<file path="src/rtl/tmr_pkg.sv">
package tmr_pkg;
  localparam int A_CTRL = 0;
  localparam int A_MODE = 1;
  localparam int A_CNT  = 2;
  localparam int A_RLD  = 3;
  localparam int A_CMP  = 4;
  localparam int A_FLG  = 5;

  localparam int FLAG_BITS = 3;

  typedef struct packed {
    logic ien;
    logic oe;
    logic pol;
    logic run_lo;
    logic run;
    logic rl_sel;
    logic one_shot;
    logic gate;
  } ctrl_t;

  typedef struct packed {
    logic       split;
    logic [1:0] edge_sel;
    logic       ctr;
  } mode_t;
endpackage

</file>
<file path="src/rtl/tmr_edge.sv">
module tmr_edge #(
  parameter int STAGES = 2
) (
  input  logic clk,
  input  logic rst,
  input  logic din,
  output logic level,
  output logic rise,
  output logic fall
);
  logic [STAGES:0] sh;

  always_ff @(posedge clk) begin
    if (rst) sh <= '0;
    else     sh <= {sh[STAGES-1:0], din};
  end

  assign level = sh[STAGES-1];
  assign rise  = sh[STAGES-1] & ~sh[STAGES];
  assign fall  = ~sh[STAGES-1] & sh[STAGES];


  single_rise_chk: assert property (@(posedge clk) disable iff (rst)
    rise |=> !rise);
endmodule

</file>
<file path="src/rtl/tmr_lane.sv">
module tmr_lane #(
  parameter int W = 16
) (
  input  logic         clk,
  input  logic         rst,
  input  logic         load,
  input  logic [W-1:0] load_val,
  input  logic         run,
  input  logic         ctr_mode,
  input  logic         cmp_only,
  input  logic [1:0]   sel,
  input  logic         hit,
  input  logic         gate_ok,
  input  logic         reload_sel,
  input  logic [W-1:0] cmp_val,
  input  logic [W-1:0] rld_val,
  output logic [W-1:0] cnt,
  output logic         ovf_ev,
  output logic         match_ev,
  output logic         cap_ev,
  output logic         rl_ev
);
  localparam logic [W-1:0] TOP = {W{1'b1}};

  logic step, trig, wrap, do_rl, cmp_mode;
  logic [W-1:0] nxt;

  always_comb begin
    cmp_mode = cmp_only || (!ctr_mode && sel == 2'b00);
    step     = run && (ctr_mode ? (sel != 2'b00 && hit) : gate_ok);
    trig     = run && !ctr_mode && !cmp_only && sel != 2'b00 && hit;
    wrap     = (cnt == TOP);
    nxt      = wrap ? (reload_sel ? rld_val : {W{1'b0}}) : cnt + 1'b1;
    do_rl    = trig && reload_sel;
    ovf_ev   = !load && step && wrap && !do_rl;
    match_ev = !load && step && !do_rl && cmp_mode && (nxt == cmp_val);
    cap_ev   = !load && trig && !reload_sel;
    rl_ev    = !load && do_rl;
  end

  always_ff @(posedge clk) begin
    if (rst)        cnt <= '0;
    else if (load)  cnt <= load_val;
    else if (do_rl) cnt <= rld_val;
    else if (step)  cnt <= nxt;
  end


  no_edge_hold_chk: assert property (@(posedge clk) disable iff (rst)
    (ctr_mode && !cmp_only && sel == 2'b00 && !load) |=> cnt == $past(cnt));


  wrap_value_chk: assert property (@(posedge clk) disable iff (rst)
    ovf_ev |=> cnt == $past(reload_sel ? rld_val : {W{1'b0}}));
endmodule

</file>
<file path="src/rtl/tmr_regs.sv">
module tmr_regs
  import tmr_pkg::*;
#(
  parameter int CW = 16,
  parameter int AW = 3,
  localparam int HW = CW / 2
) (
  input  logic          clk,
  input  logic          rst,
  input  logic          we,
  input  logic [AW-1:0] addr,
  input  logic [CW-1:0] wdata,
  input  logic [CW-1:0] cnt_rd,
  input  logic          ovf_main,
  input  logic          ovf_lo,
  input  logic          cc_ev,
  input  logic          tog_ev,
  input  logic          cap_full,
  input  logic [CW-1:0] cap_full_val,
  input  logic          cap_hi,
  input  logic [HW-1:0] cap_hi_val,
  output ctrl_t         ctrl,
  output mode_t         mode,
  output logic [CW-1:0] cmp_r,
  output logic [CW-1:0] rld_r,
  output logic [CW-1:0] rdata,
  output logic          irq,
  output logic          out_pin
);
  logic [FLAG_BITS-1:0] flags, set_vec, clr_vec;
  logic                 tog;
  logic [CW-1:0]        rd_n;

  always_comb begin
    set_vec = {ovf_lo, cc_ev, ovf_main};
    clr_vec = (we && addr == AW'(A_FLG)) ? wdata[FLAG_BITS-1:0] : '0;
    rd_n = '0;
    case (addr)
      AW'(A_CTRL): rd_n[7:0] = ctrl;
      AW'(A_MODE): rd_n[3:0] = mode;
      AW'(A_CNT):  rd_n = cnt_rd;
      AW'(A_RLD):  rd_n = rld_r;
      AW'(A_CMP):  rd_n = cmp_r;
      AW'(A_FLG):  rd_n[FLAG_BITS-1:0] = flags;
      default:     rd_n = '0;
    endcase
  end

  always_ff @(posedge clk) begin
    if (rst) begin
      ctrl  <= '0;
      mode  <= '0;
      cmp_r <= '0;
      rld_r <= '0;
      flags <= '0;
      tog   <= 1'b0;
      rdata <= '0;
    end else begin
      if (we) begin
        case (addr)
          AW'(A_CTRL): ctrl  <= ctrl_t'(wdata[7:0]);
          AW'(A_MODE): mode  <= mode_t'(wdata[3:0]);
          AW'(A_RLD):  rld_r <= wdata;
          AW'(A_CMP):  cmp_r <= wdata;
          default: ;
        endcase
      end
      if (cap_full) rld_r <= cap_full_val;
      if (cap_hi)   rld_r[CW-1:HW] <= cap_hi_val;
      if (ctrl.one_shot && ovf_main) ctrl.run    <= 1'b0;
      if (ctrl.one_shot && ovf_lo)   ctrl.run_lo <= 1'b0;
      flags <= (flags & ~clr_vec) | set_vec;
      if (tog_ev) tog <= ~tog;
      rdata <= rd_n;
    end
  end

  assign irq     = ctrl.ien && (flags != '0);
  assign out_pin = ctrl.oe && (tog ^ ctrl.pol);


  rsv_zero_chk: assert property (@(posedge clk) disable iff (rst)
    (addr == AW'(A_CTRL)) |=> rdata[CW-1:8] == '0);


  ovf_flag_chk: assert property (@(posedge clk) disable iff (rst)
    ovf_main |=> flags[0]);


  cc_flag_chk: assert property (@(posedge clk) disable iff (rst)
    cc_ev |=> flags[1]);


  toggle_chk: assert property (@(posedge clk) disable iff (rst)
    tog_ev |=> tog != $past(tog));


  one_shot_chk: assert property (@(posedge clk) disable iff (rst)
    (ctrl.one_shot && ovf_main) |=> !ctrl.run);
endmodule

</file>
<file path="src/rtl/cc_timer.sv">
module cc_timer
  import tmr_pkg::*;
#(
  parameter int CW          = 16,
  parameter int AW          = 3,
  parameter int SYNC_STAGES = 2
) (
  input  logic          clk,
  input  logic          rst,
  input  logic          bus_we,
  input  logic [AW-1:0] bus_addr,
  input  logic [CW-1:0] bus_wdata,
  output logic [CW-1:0] bus_rdata,
  input  logic          ext_in,
  output logic          tmr_out,
  output logic          irq
);
  localparam int HW = CW / 2;

  ctrl_t         ctrl;
  mode_t         mode;
  logic [CW-1:0] cmp_r, rld_r, cnt_rd, full_cnt;
  logic [HW-1:0] hi_cnt, lo_cnt;
  logic          lvl, rise, fall, hit, gate_ok, load;
  logic          f_ovf, f_match, f_cap, f_rl;
  logic          h_ovf, h_match, h_cap, h_rl;
  logic          l_ovf, l_match, l_cap, l_rl;

  tmr_edge #(.STAGES(SYNC_STAGES)) u_edge (
    .clk(clk), .rst(rst), .din(ext_in),
    .level(lvl), .rise(rise), .fall(fall)
  );

  always_comb begin
    case (mode.edge_sel)
      2'b01:   hit = rise;
      2'b10:   hit = fall;
      2'b11:   hit = rise | fall;
      default: hit = 1'b0;
    endcase
  end

  assign gate_ok = !ctrl.gate || lvl;
  assign load    = bus_we && bus_addr == AW'(A_CNT);

  tmr_lane #(.W(CW)) u_full (
    .clk(clk), .rst(rst), .load(load), .load_val(bus_wdata),
    .run(ctrl.run && !mode.split), .ctr_mode(mode.ctr), .cmp_only(1'b0),
    .sel(mode.edge_sel), .hit(hit), .gate_ok(gate_ok),
    .reload_sel(ctrl.rl_sel), .cmp_val(cmp_r), .rld_val(rld_r),
    .cnt(full_cnt), .ovf_ev(f_ovf), .match_ev(f_match),
    .cap_ev(f_cap), .rl_ev(f_rl)
  );

  tmr_lane #(.W(HW)) u_hi (
    .clk(clk), .rst(rst), .load(load), .load_val(bus_wdata[CW-1:HW]),
    .run(ctrl.run && mode.split), .ctr_mode(mode.ctr), .cmp_only(1'b0),
    .sel(mode.edge_sel), .hit(hit), .gate_ok(gate_ok),
    .reload_sel(ctrl.rl_sel), .cmp_val(cmp_r[CW-1:HW]),
    .rld_val(rld_r[CW-1:HW]),
    .cnt(hi_cnt), .ovf_ev(h_ovf), .match_ev(h_match),
    .cap_ev(h_cap), .rl_ev(h_rl)
  );

  tmr_lane #(.W(HW)) u_lo (
    .clk(clk), .rst(rst), .load(load), .load_val(bus_wdata[HW-1:0]),
    .run(ctrl.run_lo && mode.split), .ctr_mode(1'b0), .cmp_only(1'b1),
    .sel(mode.edge_sel), .hit(hit), .gate_ok(gate_ok),
    .reload_sel(ctrl.rl_sel), .cmp_val(cmp_r[HW-1:0]),
    .rld_val(rld_r[HW-1:0]),
    .cnt(lo_cnt), .ovf_ev(l_ovf), .match_ev(l_match),
    .cap_ev(l_cap), .rl_ev(l_rl)
  );

  assign cnt_rd = mode.split ? {hi_cnt, lo_cnt} : full_cnt;

  tmr_regs #(.CW(CW), .AW(AW)) u_regs (
    .clk(clk), .rst(rst), .we(bus_we), .addr(bus_addr), .wdata(bus_wdata),
    .cnt_rd(cnt_rd),
    .ovf_main(f_ovf | h_ovf),
    .ovf_lo(l_ovf),
    .cc_ev(f_match | f_cap | f_rl | h_match | h_cap | h_rl
           | l_match | l_cap | l_rl),
    .tog_ev(f_match | h_match | l_match),
    .cap_full(f_cap), .cap_full_val(full_cnt),
    .cap_hi(h_cap), .cap_hi_val(hi_cnt),
    .ctrl(ctrl), .mode(mode), .cmp_r(cmp_r), .rld_r(rld_r),
    .rdata(bus_rdata), .irq(irq), .out_pin(tmr_out)
  );


  lo_compare_only_chk: assert property (@(posedge clk) disable iff (rst)
    !(l_cap || l_rl));
endmodule

</file>
<file path="config.mk">
export PLATFORM = sky130hd
export DESIGN_NAME = cc_timer
export DESIGN_NICKNAME = d
export VERILOG_FILES = /design/src/rtl/tmr_pkg.sv /design/src/rtl/tmr_edge.sv /design/src/rtl/tmr_lane.sv /design/src/rtl/tmr_regs.sv /design/src/rtl/cc_timer.sv
export SDC_FILE = /design/constraint.sdc
export NUM_CORES = 1
export LEC_CHECK = 0
export CORE_ASPECT_RATIO = 0.6
export CORE_UTILIZATION = 50
export DETAILED_ROUTE_END_ITERATION = 8
export GPL_TIMING_DRIVEN = 0
export PLACE_DENSITY = 0.69
export SYNTH_ARGS = -nofsm -noshare
export SYNTH_HDL_FRONTEND = slang
export SYNTH_SLANG_ARGS = --single-unit
</file>
<file path="constraint.sdc">
create_clock -name clk -period 3.2 [get_ports clk]
set_input_delay 0.32 -clock clk [delete_from_list [all_inputs] [get_ports clk]]
set_output_delay 0.32 -clock clk [all_outputs]
set_load 0.01 [all_outputs]
</file>
==> key figures <==
Run status
  • Status: finished clean

Clock tree
  • Clock Path Buffers: 2
  • Clk Latency, worst-skew pair: 0.37 ns
  • TritonCTS buffer count: 9
  • Post-cts hold buffer count: 0
  • CTS tree: yes
  • Clock-pin transition on the worst setup and hold timing paths: 0.08 ns
  • Htree depth: 3
  • Clk root buf: clkbuf_16
  • Clock sinks: 99

Timing
  • Clock Skew: 0.01654 ns
  • Max-slew violations: 0
  • Setup_tns: 0 ns
  • FMAX: 317.2 MHz
  • Rel. slew slack: 0.2702
  • Worst Tran Pin Value: 1.086 ns
  • # setup viols final: 0
  • Min cycle time layout: 3.152 ns
  • Hold_ws: 0.2812 ns
  • Final Cycle Share: 0.9851
  • Final hold vios: 0

Layout
  • Final #Nets: 996
  • Register Area: 1986 sq um
  • Area of the multi-input gates: 4431 sq um
  • Area delta synth->final: 14.36%
  • Fill cell count: 1268
  • Antenna diodes: 0
  • Layout cells sized above 1: 0.09866

Placement
  • RD Place Congestion: 1.009
  • # port buffers: 39
  • DPL Wire Length: 21930 microns

Floorplanning
  • Initial Utilization: 0.5239
  • Top Ports: 41
  • Chip height: 92.73 microns
  • Die Width: 153.2 microns
  • Die area: 14210 sq um
  • Cell row count: 32
  • Placeable core region: 13090 sq um

GRT
  • Largest net degree at the start of global routing: 21
  • Initial antenna violation count: 0
  • First-pass GRT wire length: 43350 microns
  • Total gr overflow: 0
  • Vias in the first global route: 6844
  • Total GRT Usage: 0.4186

Pwr
  • Tot Pwr: 2.794 mW
  • Pleak: 2.638 nW
  • Power density cells: 356.3 nW/um^2
  • Worst VDD drop: 0.2968 mV

Route
  • Antenna Nets Post-Route: 0
  • DRC Markers: 0
  • Total wire length: 29580 microns
  • Via count: 7734
  • Drt first pass iters: 6
  • Iter 0 DRT Violations: 1221
  • Vias per cell: 6.766
  • WL per Instance: 25.88 microns

Critical path
  • Worst EP arrival: 3.39 ns
  • CP Capture Type: register
  • Critical path class: register to register
  • Critical Path RT: 3.44 ns
  • CP startpoint kind: register
  • Max FO, Critical Path: 10

Yosys
  • Ys async rst share: 0
  • Primary FF master, synth: dfxtp_1
  • Mapped Nets: 943
  • Sequential fraction of the synthesis area: 0.2889
  • Cells after synthesis: 915
  • Number of flops mapped to enable cells by yosys: 0
  • Mapped cell area: 6859 sq um
  • Flops & latches, synth: 99
  • Yosys synthesis warning count: 0
  • Avg Inst Size Synth: 7.496 sq um
  • Synth cell types: 78

Run
  • Maxcap violations: 0

Hold path
  • Hold Crit Class: input port to register
==> Yosys cell counts, drive strengths merged (11+ instances only) <==
master	number	area [sq um]
a21oi	104	520.5
nor3	21	105.1
nor2	100	382.9
a211oi	21	162.6
mux2	16	180.2
o21ai	35	175.2
a311oi	11	96.34
and2	12	75.07
a22oi	20	150.1
and3	12	75.07
dfxtp	99	1982
inv	13	48.80
xor2	13	113.9
nand2	133	501.7
nand3	33	177.7
mux2i	20	200.2
buf	21	142.6
clkbuf	58	289.0
xnor2	22	192.7
a221oi	16	140.1
nand4	20	155.2
==> area by class of cell <==
type                    count  share of cell area
clock buffers               9             0.02871
well taps                 170             0.02712
multi-input cells         723              0.5648
clock inverters             7             0.01069
plain buffers              79             0.05567
inverters                  13            0.006221
repair buffers             43             0.05360
flip-flops and latches     99              0.2531
==> power breakdown <==
part	total, mW	switching (mW)	internal [mW]
Sequential	1.29	0.0342	1.26
Clock	1.15	0.590	0.559
Combinational	0.356	0.234	0.121
Total	2.79	0.858	1.94
==> flip-flops by register name, summed over array words and instances, names as in the netlist <==
name / count
u_full.cnt: 16
u_regs.cmp_r: 16
u_regs.rdata: 16
u_regs.rld_r: 16
u_hi.cnt: 8
u_lo.cnt: 8
u_regs.ctrl: 8
u_regs.mode: 4
u_edge.sh: 3
u_regs.flags: 3
u_regs.tog: 1
==> metal layers <==
layer	track usage	vias to the layer above	routed length, microns
met2	0.5205	666	10400
met3	0.1844	55	5590
met4	0.1061	0	648
li1	-	3451	-
met5	0	-	0
met1	0.6236	3562	12950
==> per-stage QoR <==
step | instance area [sq um] | util | cells | worst slack, ns
floorplan | 6859 | - | 915 | 0.6634
global placement | 7462 | 0.5700 | 1124 | -0.4113
detailed placement | 7462 | 0.5700 | 1124 | -0.3905
CTS | 7776 | 0.5939 | 1139 | 0.01782
global route | 7844 | 0.5991 | 1143 | -0.02728
finish | 7844 | 0.5991 | 1143 | 0.04756
==> timing repair <==
action / CTS / global route
pin swaps: 0 / 2
resized for setup: 2 / 11
endpoints found under the setup margin: 5 / 15
setup buffers: 0 / 4
cloned: 0 / 0
==> logic make-up (layout without fill, tap and decap cells) <==
kind of cell,Yosys count,in the layout,share of synthesized area
mux,36,36,0.05545
simple gates,374,374,0.2691
buf+inv,93,151,0.07132
xor+xnor,35,35,0.04469
fa+ha+maj,5,5,0.009121
flops,99,99,0.2889
compound gates,273,273,0.2614
==> placed cells by master, fill, tap and decap left out, types with 21 or more instances in the layout <==
cell type	instances
xnor2_1	22
a21oi_1	103
nand3_1	32
clkbuf_1	49
o21ai_0	31
nor3_1	21
dfxtp_1	96
nand2_1	131
nor2_1	97
clkdlybuf4s50_1	39
==> final timing paths <==
kind,start,end,slack [ns],cells past startpoint
setup / recovery,u_full.cnt[1]$_SDFFE_PP0P_,u_regs.tog$_SDFFE_PP0P_,0.05,12
hold / removal,rst,u_regs.rdata[1]$_SDFF_PP0_,0.28,3
setup reg to reg,u_full.cnt[1]$_SDFFE_PP0P_,u_regs.tog$_SDFFE_PP0P_,0.05,12
hold reg to reg,u_edge.sh[0]$_SDFF_PP0_,u_edge.sh[1]$_SDFF_PP0_,0.45,1
==> worst max-delay path, cell delays in order (launching register included) <==
cell and delay (ns):
dfxtp_2 0.43, ha_1 0.25, and3_1 0.16, buf_2 0.19
nand4_1 0.29, nor2_4 0.34, buf_6 0.19, o2111ai_1 0.12
o21a_1 0.14, nor4_1 0.29, and4_2 0.39, o21ai_0 0.09
nor3b_2 0.15
No activity file was read; power rests on OpenSTA's default activity.
